===== config.mk =====
export PLATFORM = sky130hd
export DESIGN_NAME = rx_fifo_ctrl
export DESIGN_NICKNAME = d
export VERILOG_FILES = /design/src/rtl/rxf_pkg.sv /design/src/rtl/rxf_fcr_ctl.sv /design/src/rtl/rxf_store.sv /design/src/rtl/rxf_status.sv /design/src/rtl/rxf_timeout.sv /design/src/rtl/rx_fifo_ctrl.sv
export SDC_FILE = /design/constraint.sdc
export NUM_CORES = 1
export LEC_CHECK = 0
export BUFFER_PORTS_ARGS = -buffer_cell sky130_fd_sc_hd__buf_2
export CAP_MARGIN = 25
export CORE_UTILIZATION = 55
export DETAILED_ROUTE_END_ITERATION = 7
export GPL_ROUTABILITY_DRIVEN = 0
export PLACE_DENSITY = 0.71
export SKIP_LAST_GASP = 1
export SLEW_MARGIN = 20
export SYNTH_ARGS = -nofsm -noshare
export SYNTH_HDL_FRONTEND = slang
export SYNTH_SLANG_ARGS = --single-unit

===== constraint.sdc =====
create_clock -name clk -period 4.6 [get_ports clk]
set_clock_uncertainty 0.1 [all_clocks]
set_input_delay 1.15 -clock clk [delete_from_list [all_inputs] [get_ports clk]]
set_output_delay 1.15 -clock clk [all_outputs]
set_load 0.05 [all_outputs]

===== src/rtl/rxf_pkg.sv =====
package rxf_pkg;

    localparam int FCR_EN_BIT    = 0;
    localparam int FCR_RXCLR_BIT = 1;
    localparam int FCR_TXCLR_BIT = 2;
    localparam int FCR_DMA_BIT   = 3;
    localparam logic [7:0] FCR_KEEP_MASK = 8'hC9;

    typedef enum logic [0:0] {
        TM_IDLE  = 1'b0,
        TM_COUNT = 1'b1
    } tm_state_e;

    // Threshold for a 2-bit code, scaled to the store depth.
    function automatic int unsigned trig_threshold(input logic [1:0] code,
                                                   input int unsigned depth);
        int unsigned thr;
        unique case (code)
            2'b00:   thr = 1;
            2'b01:   thr = depth / 4;
            2'b10:   thr = depth / 2;
            default: thr = depth - 2;
        endcase
        return thr;
    endfunction

endpackage


===== src/rtl/rxf_fcr_ctl.sv =====
module rxf_fcr_ctl
    import rxf_pkg::*;
(
    input  logic       clk,
    input  logic       rst_n,
    input  logic       fcr_wr,
    input  logic [7:0] fcr_wdata,
    output logic [7:0] fcr_q,
    output logic       rx_clr,
    output logic       tx_rst_pulse
);

    logic en_toggle;
    logic tx_clr_req;

    assign en_toggle  = fcr_wr && (fcr_wdata[FCR_EN_BIT] != fcr_q[FCR_EN_BIT]);
    assign rx_clr     = (fcr_wr && fcr_wdata[FCR_RXCLR_BIT]) || en_toggle;
    assign tx_clr_req = (fcr_wr && fcr_wdata[FCR_TXCLR_BIT]) || en_toggle;

    always_ff @(posedge clk or negedge rst_n) begin
        if (!rst_n) begin
            fcr_q        <= '0;
            tx_rst_pulse <= 1'b0;
        end else begin
            tx_rst_pulse <= tx_clr_req;
            if (fcr_wr) begin
                fcr_q <= fcr_wdata & FCR_KEEP_MASK;
            end
        end
    end

endmodule


===== src/rtl/rxf_store.sv =====
module rxf_store #(
    parameter int DEPTH = 16,
    parameter int DW    = 8,
    localparam int AW   = $clog2(DEPTH),
    localparam int CW   = $clog2(DEPTH + 1)
) (
    input  logic          clk,
    input  logic          rst_n,
    input  logic          clr,
    input  logic          cap_one,
    input  logic          wr_en,
    input  logic [DW-1:0] wr_data,
    input  logic          rd_en,
    output logic [DW-1:0] rd_data,
    output logic [CW-1:0] level,
    output logic          full,
    output logic          wr_ok,
    output logic          rd_ok
);

    logic [AW-1:0] head_q;
    logic [AW-1:0] tail_q;
    logic [DW-1:0] mem [DEPTH];

    assign full  = cap_one ? (level != '0) : (level == CW'(DEPTH));
    assign wr_ok = wr_en && !full && !clr;
    assign rd_ok = rd_en && (level != '0) && !clr;

    for (genvar i = 0; i < DEPTH; i++) begin : g_slot
        logic [DW-1:0] slot_q;
        always_ff @(posedge clk or negedge rst_n) begin
            if (!rst_n) begin
                slot_q <= '0;
            end else if (wr_ok && (head_q == AW'(i))) begin
                slot_q <= wr_data;
            end
        end
        assign mem[i] = slot_q;
    end

    assign rd_data = (level == '0) ? '0 : mem[tail_q];

    function automatic logic [AW-1:0] bump(input logic [AW-1:0] p);
        return (p == AW'(DEPTH - 1)) ? '0 : p + AW'(1);
    endfunction

    always_ff @(posedge clk or negedge rst_n) begin
        if (!rst_n) begin
            head_q <= '0;
            tail_q <= '0;
            level  <= '0;
        end else if (clr) begin
            head_q <= '0;
            tail_q <= '0;
            level  <= '0;
        end else begin
            if (wr_ok) head_q <= bump(head_q);
            if (rd_ok) tail_q <= bump(tail_q);
            unique case ({wr_ok, rd_ok})
                2'b10:   level <= level + CW'(1);
                2'b01:   level <= level - CW'(1);
                default: level <= level;
            endcase
        end
    end


    level_bound_chk: assert property (@(posedge clk) disable iff (!rst_n)
        level <= CW'(DEPTH));


    single_slot_chk: assert property (@(posedge clk) disable iff (!rst_n)
        cap_one && !wr_ok && !rd_ok && level <= CW'(1) |=> level <= CW'(1));

endmodule


===== src/rtl/rxf_status.sv =====
module rxf_status (
    input  logic clk,
    input  logic rst_n,
    input  logic clr,
    input  logic byte_in,
    input  logic brk_in,
    input  logic drop,
    input  logic rd_empties,
    input  logic lsr_rd,
    output logic dr_q,
    output logic brk_q,
    output logic ovr_q
);

    always_ff @(posedge clk or negedge rst_n) begin
        if (!rst_n) begin
            dr_q  <= 1'b0;
            brk_q <= 1'b0;
            ovr_q <= 1'b0;
        end else if (clr) begin
            dr_q  <= 1'b0;
            brk_q <= 1'b0;
            ovr_q <= 1'b0;
        end else begin
            if (byte_in)         dr_q <= 1'b1;
            else if (rd_empties) dr_q <= 1'b0;

            if (brk_in)                    brk_q <= 1'b1;
            else if (lsr_rd || rd_empties) brk_q <= 1'b0;

            if (drop)        ovr_q <= 1'b1;
            else if (lsr_rd) ovr_q <= 1'b0;
        end
    end


    ovr_set_chk: assert property (@(posedge clk) disable iff (!rst_n)
        drop && !clr |=> ovr_q);


    brk_set_chk: assert property (@(posedge clk) disable iff (!rst_n)
        brk_in && !clr |=> brk_q);

endmodule


===== src/rtl/rxf_timeout.sv =====
module rxf_timeout
    import rxf_pkg::*;
#(
    parameter int TO_CHARS = 4,
    localparam int TW      = $clog2(TO_CHARS + 1)
) (
    input  logic clk,
    input  logic rst_n,
    input  logic enable,
    input  logic clr,
    input  logic restart,
    input  logic stop,
    input  logic rd_any,
    input  logic tick,
    input  logic level_nz,
    output logic pend
);

    tm_state_e     st_q, st_d;
    logic [TW-1:0] cnt_q, cnt_d;
    logic          pend_q, pend_d;

    always_ff @(posedge clk or negedge rst_n) begin
        if (!rst_n) begin
            st_q   <= TM_IDLE;
            cnt_q  <= '0;
            pend_q <= 1'b0;
        end else begin
            st_q   <= st_d;
            cnt_q  <= cnt_d;
            pend_q <= pend_d;
        end
    end

    always_comb begin
        st_d   = st_q;
        cnt_d  = cnt_q;
        pend_d = pend_q;
        if (clr || !enable) begin
            st_d   = TM_IDLE;
            cnt_d  = '0;
            pend_d = 1'b0;
        end else begin
            if (rd_any) pend_d = 1'b0;
            if (restart) begin
                st_d  = TM_COUNT;
                cnt_d = TW'(TO_CHARS);
            end else if (stop) begin
                st_d  = TM_IDLE;
                cnt_d = '0;
            end else begin
                unique case (st_q)
                    TM_IDLE: begin
                        cnt_d = '0;
                    end
                    TM_COUNT: begin
                        if (tick) begin
                            if (cnt_q == TW'(1)) begin
                                st_d  = TM_IDLE;
                                cnt_d = '0;
                                if (level_nz) pend_d = 1'b1;
                            end else begin
                                cnt_d = cnt_q - TW'(1);
                            end
                        end
                    end
                    default: begin
                        st_d = TM_IDLE;
                    end
                endcase
            end
        end
    end

    assign pend = pend_q;


    pend_on_tick_chk: assert property (@(posedge clk) disable iff (!rst_n)
        !pend_q ##1 pend_q |-> $past(tick));


    pend_rd_clear_chk: assert property (@(posedge clk) disable iff (!rst_n)
        rd_any |=> !pend_q);


    pend_disabled_chk: assert property (@(posedge clk) disable iff (!rst_n)
        !enable |=> !pend_q && st_q == TM_IDLE);

endmodule


===== src/rtl/rx_fifo_ctrl.sv =====
module rx_fifo_ctrl
    import rxf_pkg::*;
#(
    parameter int DEPTH    = 16,
    parameter int TO_CHARS = 4,
    localparam int CW      = $clog2(DEPTH + 1)
) (
    input  logic          clk,
    input  logic          rst_n,
    input  logic          push_valid,
    input  logic [7:0]    push_data,
    input  logic          brk_event,
    input  logic          rd_strobe,
    output logic [7:0]    rd_data,
    input  logic          lsr_rd,
    input  logic          fcr_wr,
    input  logic [7:0]    fcr_wdata,
    input  logic          char_tick,
    output logic [7:0]    fcr_q,
    output logic [1:0]    iir_fifo_bits,
    output logic          dma_mode,
    output logic          tx_rst_pulse,
    output logic [CW-1:0] level,
    output logic          trig_hit,
    output logic          data_ready,
    output logic          brk_flag,
    output logic          overrun,
    output logic          timeout_pend
);

    logic          rx_clr;
    logic          fifo_en;
    logic          push_req;
    logic [7:0]    push_byte;
    logic          full;
    logic          wr_ok;
    logic          rd_ok;
    logic          rd_empties;
    logic          drop;
    logic          restart;
    logic [CW-1:0] thr;

    rxf_fcr_ctl u_fcr (
        .clk          (clk),
        .rst_n        (rst_n),
        .fcr_wr       (fcr_wr),
        .fcr_wdata    (fcr_wdata),
        .fcr_q        (fcr_q),
        .rx_clr       (rx_clr),
        .tx_rst_pulse (tx_rst_pulse)
    );

    assign fifo_en       = fcr_q[FCR_EN_BIT];
    assign dma_mode      = fcr_q[FCR_DMA_BIT];
    assign iir_fifo_bits = {2{fifo_en}};

    assign push_req  = push_valid || brk_event;
    assign push_byte = brk_event ? 8'h00 : push_data;

    rxf_store #(.DEPTH(DEPTH), .DW(8)) u_store (
        .clk     (clk),
        .rst_n   (rst_n),
        .clr     (rx_clr),
        .cap_one (!fifo_en),
        .wr_en   (push_req),
        .wr_data (push_byte),
        .rd_en   (rd_strobe),
        .rd_data (rd_data),
        .level   (level),
        .full    (full),
        .wr_ok   (wr_ok),
        .rd_ok   (rd_ok)
    );

    assign rd_empties = rd_ok && !wr_ok && (level == CW'(1));
    assign drop       = push_req && full && !rx_clr;
    assign restart    = (wr_ok && !brk_event) || (rd_ok && !rd_empties);

    rxf_status u_status (
        .clk        (clk),
        .rst_n      (rst_n),
        .clr        (rx_clr),
        .byte_in    (wr_ok),
        .brk_in     (brk_event && !rx_clr),
        .drop       (drop),
        .rd_empties (rd_empties),
        .lsr_rd     (lsr_rd),
        .dr_q       (data_ready),
        .brk_q      (brk_flag),
        .ovr_q      (overrun)
    );

    rxf_timeout #(.TO_CHARS(TO_CHARS)) u_timeout (
        .clk      (clk),
        .rst_n    (rst_n),
        .enable   (fifo_en),
        .clr      (rx_clr),
        .restart  (restart),
        .stop     (rd_empties),
        .rd_any   (rd_strobe),
        .tick     (char_tick),
        .level_nz (level != '0),
        .pend     (timeout_pend)
    );

    assign thr      = CW'(trig_threshold(fcr_q[7:6], DEPTH));
    assign trig_hit = fifo_en ? (level >= thr) : data_ready;


    dr_level_match_chk: assert property (@(posedge clk) disable iff (!rst_n)
        data_ready == (level != '0));


    rx_flush_chk: assert property (@(posedge clk) disable iff (!rst_n)
        rx_clr |=> level == '0 && !timeout_pend && !overrun);


    toggle_flush_chk: assert property (@(posedge clk) disable iff (!rst_n)
        fcr_wr && (fcr_wdata[FCR_EN_BIT] != fcr_q[FCR_EN_BIT]) |=> level == '0 && tx_rst_pulse);

endmodule


==> flow_metrics.env, run 1 <==
export IMPL_drc=0
export IMPL_start_util=0.5733
export IMPL_async_flop_share=1.000
export IMPL_p_switching_mw=1.729
export IMPL_synth_area_um2=7742
export IMPL_nNetsFinal=684
export IMPL_crit_type="reg2out"
export IMPL_routedWlPerCell_um=19.81
export IMPL_slew_headroom=0.4028
export IMPL_crit_arrival_ps=2650
export IMPL_post_route_util=0.6447
export IMPL_hpwl_mm=10.75
export IMPL_cp_data_required_time_ps=3350
export IMPL_crit_path_end_kind="output port"
export IMPL_hold_viol=0
export IMPL_synth_top_cell_area_share=0.4977
export IMPL_p_int_mw=3.113
export IMPL_grt_usage=0.2534
export IMPL_clk_latency_ps=430
export IMPL_power_frac_seq=0.356
export IMPL_ys_warn_count=0
export IMPL_detail_route_first_pass_iterations=4
export IMPL_drtIter0Drc=271
export IMPL_p_comb_frac=0.334
export IMPL_die_area_um2=14560
export IMPL_via_per_inst=6.011
export IMPL_clockPowerShare=0.310
export IMPL_worstHoldPathCells=2
export IMPL_power_density_nw_per_um2=556.1
export IMPL_netSwitchingFraction=0.3571
export IMPL_drv_cap=0
export IMPL_yosysSeqAreaShare=0.4977
export IMPL_slew_viol_final=0
export IMPL_p_leak_nw=4.112
export IMPL_final_antenna_net_count=0
export IMPL_synth_edff_count=0
export IMPL_grt_ovfl_total=0
export IMPL_drt_total_wl_mm=16.55
export IMPL_io_pins=54
export IMPL_cts_tree="done"
export IMPL_antenna_found_initial=0
export IMPL_clkSinkCount=154
export IMPL_setup_slack_ps=695.2
export IMPL_clockBufferDepth=2
export IMPL_htreeDepth=4
export IMPL_dp_cells=803
export IMPL_n_fill_cell=1009
export IMPL_post_cts_buffers=0
export IMPL_yosys_top_cells_area="dfrtp_1, mux2_2, mux4_2"
export IMPL_status="completed"
export IMPL_core_area_um2=13510
export IMPL_fin_cells=835
export IMPL_min_path_type="reg2reg"
export IMPL_cts_buffers=17
export IMPL_grt_pass1_wl_mm=27.39
export IMPL_antenna_cells=0
export IMPL_finalSetupTns_ps=0
export IMPL_rsz0062_at_grt="false"
export IMPL_final_period_utilization=0.8489
export IMPL_use_met1=0.3333
export IMPL_worst_slew_pin_slew_ps=894.0
export IMPL_synthFlopType="dfrtp_1"
export IMPL_post_route_min_period_ps=3905
export IMPL_synthCells=608
export IMPL_startpoint_type="flip-flop"
export IMPL_dp_slack_ps=1107
export IMPL_post_cts_resized=0
export IMPL_die_w_um=120.6
export IMPL_vdd_ir_drop_max_mv=0.4362
export IMPL_portBuffers=47
export IMPL_crit_path_max_fanout=29
export IMPL_fmax_ghz=0.2561
export IMPL_r2r_cells=8
export IMPL_synth_cell_types=48
export IMPL_synth_avg_cell_area_um2=12.73
export IMPL_clock_root_buffer="clkbuf_16"
export IMPL_grt_max_degree=95
export IMPL_setup_viol=0
export IMPL_clk_pin_slew_ps=60
export IMPL_num_vias=5019
export IMPL_ys_ff_latch=154
export IMPL_row_count=42
export IMPL_cts_hold_buf=0
export IMPL_grt_pass1_vias=5261
export IMPL_grt_met2_usage=0.4167
export IMPL_die_h_um=120.6
export IMPL_syn_to_final_growth_pct=12.46
export IMPL_yosys_area_top_type="dfrtp_1"
export IMPL_use_met3=0.04623
export IMPL_grt_busiest_layer="met2"
export IMPL_drive_gt1_frac=0.3718
==> through the flow <==
stage / hold WS [ps] / power (mW) / area [um^2]
final: 381.8 / 4.842 / 8707
after global routing: 407.2 / 5.099 / 8707
after CTS: 385.1 / 4.881 / 8707
after detailed placement: 371.0 / 3.372 / 8074
after global placement: 357.7 / 3.318 / 8074
after floorplan: 345.2 / 3.026 / 7754
==> critical path, stage by stage (launching register included) <==
cell	delay, ps
dfrtp_1	330
buf_4	470
mux4_2	570
mux2_2	270
o21ai_0	210
a21oi_1	110
buf_2	260
==> cells in the final DEF (no fill, tap or decap), types with 8 or more instances in the layout <==
cell type and count:
a21oi_1 21, buf_2 46, buf_4 11, clkbuf_16 17, dfrtp_1 154, ha_1 14
inv_1 12, mux2_2 98, mux2_4 8, mux2i_1 9, mux4_2 32, nand2_1 59
nand3_1 11, nor2_1 19, nor2_8 10, nor2b_1 12, o21ai_0 57
==> synth_stat cells, types with 2 or more instances <==
| master | instances |
|---|---|
| mux2_2 | 98 |
| nor2b_1 | 12 |
| nand2_1 | 59 |
| clkbuf_1 | 23 |
| nor2_1 | 19 |
| nor2_2 | 2 |
| o21ai_0 | 57 |
| a31oi_1 | 3 |
| inv_1 | 12 |
| buf_1 | 4 |
| o21a_1 | 2 |
| buf_6 | 3 |
| nand2b_1 | 3 |
| dfrtp_1 | 154 |
| nor2_8 | 10 |
| buf_2 | 3 |
| a311oi_1 | 3 |
| or4_1 | 2 |
| buf_4 | 8 |
| mux2i_1 | 9 |
| ha_1 | 14 |
| nor3_1 | 2 |
| xnor2_1 | 3 |
| nand3_1 | 11 |
| nand4_1 | 7 |
| nor4b_1 | 2 |
| mux2_4 | 8 |
| a21oi_1 | 21 |
| mux4_2 | 32 |
| xor2_1 | 4 |
==> registers in the layout, summed over array words and instances, names as in the netlist <==
signal and cells:
u_status.ovr_q 1, u_store.head_q 4, u_timeout.pend 1, u_status.brk_q 1, u_fcr.tx_rst_pulse 1, u_store.tail_q 4
u_timeout.st_q 1, u_fcr.fcr_q 4, u_timeout.cnt_q 3, u_store.level 5, u_status.dr_q 1, u_store.g_slot.slot_q 128
==> cells by family (layout without fill, tap and decap cells) <==
| family | after synthesis | after routing | synth area share |
|---|---|---|---|
| DFF | 154 | 154 | 0.4977 |
| other | 1 | 4 | 0.0004843 |
| AOI/OAI and AO/OA | 92 | 92 | 0.06626 |
| xor gates and xnor gates | 7 | 7 | 0.007919 |
| adders and majority gates | 14 | 14 | 0.02262 |
| muxes | 147 | 147 | 0.2628 |
| and+or+nand+nor | 137 | 137 | 0.1044 |
| buffers and inverters | 56 | 104 | 0.03781 |
==> area by class of cell <==
cell class	count	area (um^2)	share of cell area
clock inverter	13	190.2	0.02184
clock buffer	19	442.9	0.05087
sequential	154	3854	0.4426
timing repair buffer	59	344.1	0.03952
tap	176	220.2	0.02529
multi-input combinational	401	3607	0.4143
inverter	13	48.80	0.005604
==> worst paths after layout <==
path                                        startpoint                     endpoint  slack (ps)
setup / recovery                     u_store.tail_q[0]                   rd_data[7]         700
hold / removal             u_store.g_slot[2].slot_q[3]  u_store.g_slot[2].slot_q[3]         380
setup reg to reg                      u_store.level[0]  u_store.g_slot[6].slot_q[0]        1310
hold reg to reg            u_store.g_slot[2].slot_q[3]  u_store.g_slot[2].slot_q[3]         380
max in group asynchronous                        rst_n  u_store.g_slot[2].slot_q[5]        2870
min in group asynchronous                        rst_n           u_timeout.cnt_q[0]         700
==> power by group through the flow <==
stage / Combinational [mW] / Clock [mW] / Sequential (mW)
after floorplan: 1.24 / 0 / 1.79
after global placement: 1.59 / 0 / 1.73
after detailed placement: 1.63 / 0 / 1.74
after CTS: 1.63 / 1.53 / 1.72
after global routing: 1.77 / 1.58 / 1.75
final: 1.62 / 1.50 / 1.72
==> layer usage <==
layer / up-vias / part of all wire / routed length, um
met5: - / 0 / 0
met4: 0 / 0.023 / 376
met3: 28 / 0.054 / 895
met2: 163 / 0.50 / 8279
met1: 2575 / 0.42 / 6994
li1: 2253 / - / -
Note: power is estimated with default switching activity, not from simulation.
==> run 2: changes to the inputs <==
--- a/config.mk
+++ b/config.mk
@@ -10,7 +10,7 @@
 export CORE_UTILIZATION = 55
 export DETAILED_ROUTE_END_ITERATION = 7
 export GPL_ROUTABILITY_DRIVEN = 0
-export PLACE_DENSITY = 0.71
+export PLACE_DENSITY = 0.74
 export SKIP_LAST_GASP = 1
 export SLEW_MARGIN = 20
 export SYNTH_ARGS = -nofsm -noshare
==> constraint.sdc (replaced) <==
create_clock -name clk -period 3.1 [get_ports clk]
set_clock_uncertainty 0.1 [all_clocks]
set_input_delay 0.775 -clock clk [delete_from_list [all_inputs] [get_ports clk]]
set_output_delay 0.775 -clock clk [all_outputs]
set_load 0.05 [all_outputs]
==> flow_metrics.env, run 2 (synthesized netlist as in run 1, its figures left out) <==
export IMPL_core_area_um2=13510
export IMPL_setup_slack_ps=7.230
export IMPL_vdd_ir_drop_max_mv=0.5168
export IMPL_crit_path_cell_trace="buf_12, mux4_2, mux2_2, o21ai_1, a21oi_2, buf_6"
export IMPL_final_antenna_net_count=0
export IMPL_rsz0062_at_grt="true"
export IMPL_register_area_um2=3855
export IMPL_antenna_found_initial=0
export IMPL_clk_latency_ps=430
export IMPL_drtIter0Drc=253
export IMPL_worst_slew_pin_slew_ps=920.6
export IMPL_io_pins=54
export IMPL_n_fill_cell=958
export IMPL_detail_route_first_pass_iterations=5
export IMPL_post_route_min_period_ps=3093
export IMPL_power_density_nw_per_um2=846.4
export IMPL_clk_pin_slew_ps=60
export IMPL_die_w_um=120.6
export IMPL_final_cell_mix="dfrtp_1, mux2_2, nand2_1"
export IMPL_clkSinkCount=154
export IMPL_cp_num_buf_inv=2
export IMPL_slew_headroom=0.3863
export IMPL_status="completed"
export IMPL_grt_ovfl_total=0
export IMPL_min_path_type="in2async"
export IMPL_cpMaxStageDelayCell="mux4_2"
export IMPL_grt_max_degree=65
export IMPL_multi_input_area_um2=3687
export IMPL_crit_path_end_kind="output port"
export IMPL_crit_arrival_ps=2220
export IMPL_max_stage_delay_ps=490
export IMPL_hpwl_mm=10.85
export IMPL_syn_to_final_growth_pct=16.61
export IMPL_grt_pass1_wl_mm=27.75
export IMPL_hold_viol=0
export IMPL_portBuffers=47
export IMPL_final_period_utilization=0.9977
export IMPL_clockBufferDepth=2
export IMPL_start_util=0.5733
export IMPL_dp_cells=813
export IMPL_grt_usage=0.2575
export IMPL_regMostFlops="u_store.g_slot.slot_q"
export IMPL_crit_path_max_fanout=9
export IMPL_drive_gt1_frac=0.4101
export IMPL_total_power_mw=7.642
export IMPL_die_area_um2=14560
export IMPL_drt_total_wl_mm=17.04
export IMPL_fin_cells=849
export IMPL_row_count=42
export IMPL_htreeDepth=4
export IMPL_grt_pass1_vias=5318
export IMPL_drc=0
export IMPL_setup_viol=0
export IMPL_cts_hold_buf=0
export IMPL_p_leak_nw=4.223
export IMPL_num_vias=5041
export IMPL_crit_family="multiplexers"
export IMPL_crit_type="reg2out"
export IMPL_slew_viol_final=0
export IMPL_cts_tree="done"
export IMPL_startpoint_type="flip-flop"
export IMPL_largest_reg_flops=128
export IMPL_dp_slack_ps=249.6
export IMPL_drv_cap=0
export IMPL_top_regs="u_store.g_slot.slot_q (128), u_store.level (5)"
export IMPL_fmax_ghz=0.3233
export IMPL_clock_root_buffer="clkbuf_16"
export IMPL_cts_buffers=17
export IMPL_cp_data_required_time_ps=2220
export IMPL_routedWlPerCell_um=20.07
export IMPL_via_per_inst=5.938
export IMPL_antenna_cells=0
export IMPL_nNetsFinal=698
export IMPL_die_h_um=120.6
export IMPL_layout_commonest_cell="dfrtp_1"
## run 2: timing repair
| action | 4_1_cts | 5_1_grt |
|---|---|---|
| gates cloned | 1 | 0 |
| buffers inserted | 3 | 0 |
| resized for setup | 34 | 4 |
| setup endpoints to repair | 8 | 19 |
## run 2: where the power goes
group	internal (mW)	switching, mW
registers	2.34	0.216
clock network	1.38	0.826
logic	1.23	1.65
total	4.95	2.69
## run 2: path summary, 6_finish.rpt
kind | startpoint | slack, ps | endpoint | cells after the start
worst max-delay path | u_store.tail_q[0] | 7 | rd_data[2] | 6
worst min-delay path | rst_n | 220 | u_timeout.cnt_q[1] | 1
worst max register to register | u_store.level[1] | 140 | u_store.g_slot[14].slot_q[2] | 9
worst min register to register | u_store.g_slot[2].slot_q[2] | 380 | u_store.g_slot[2].slot_q[2] | 2
max in group asynchronous | rst_n | 1880 | u_store.g_slot[15].slot_q[6] | 2
min in group clk | u_store.g_slot[2].slot_q[2] | 380 | u_store.g_slot[2].slot_q[2] | 2
## run 2: metrics by stage
step	setup TNS (ps)	cell area [um^2]	utilization	hold WS, ps
4_1_cts	-10.11	9019	0.6678	244.3
3_5_place_dp	0	8250	0.6109	372.8
5_1_grt	-378.4	9029	0.6685	267.4
2_1_floorplan	-77.30	7806	-	345.2
6_report	0	9029	0.6685	217.9
3_3_place_gp	0	8250	0.6109	357.3
## run 2: area by class of cell
cell class | instances | area share
Inverter | 13 | 0.005405
Sequential cell | 154 | 0.4270
Clock buffer | 20 | 0.05058
Timing Repair Buffer | 73 | 0.06527
Tap cell | 176 | 0.02439
Multi-Input combinational cell | 401 | 0.4084
Clock inverter | 12 | 0.01899
## run 2: per-layer routing
layer | up-vias | share of wire | global-route usage
li1 | 2281 | - | -
met1 | 2573 | 0.44 | 0.3342
met2 | 158 | 0.49 | 0.4192
met3 | 29 | 0.053 | 0.05802
met4 | 0 | 0.022 | 0.1065
met5 | - | 0 | 0
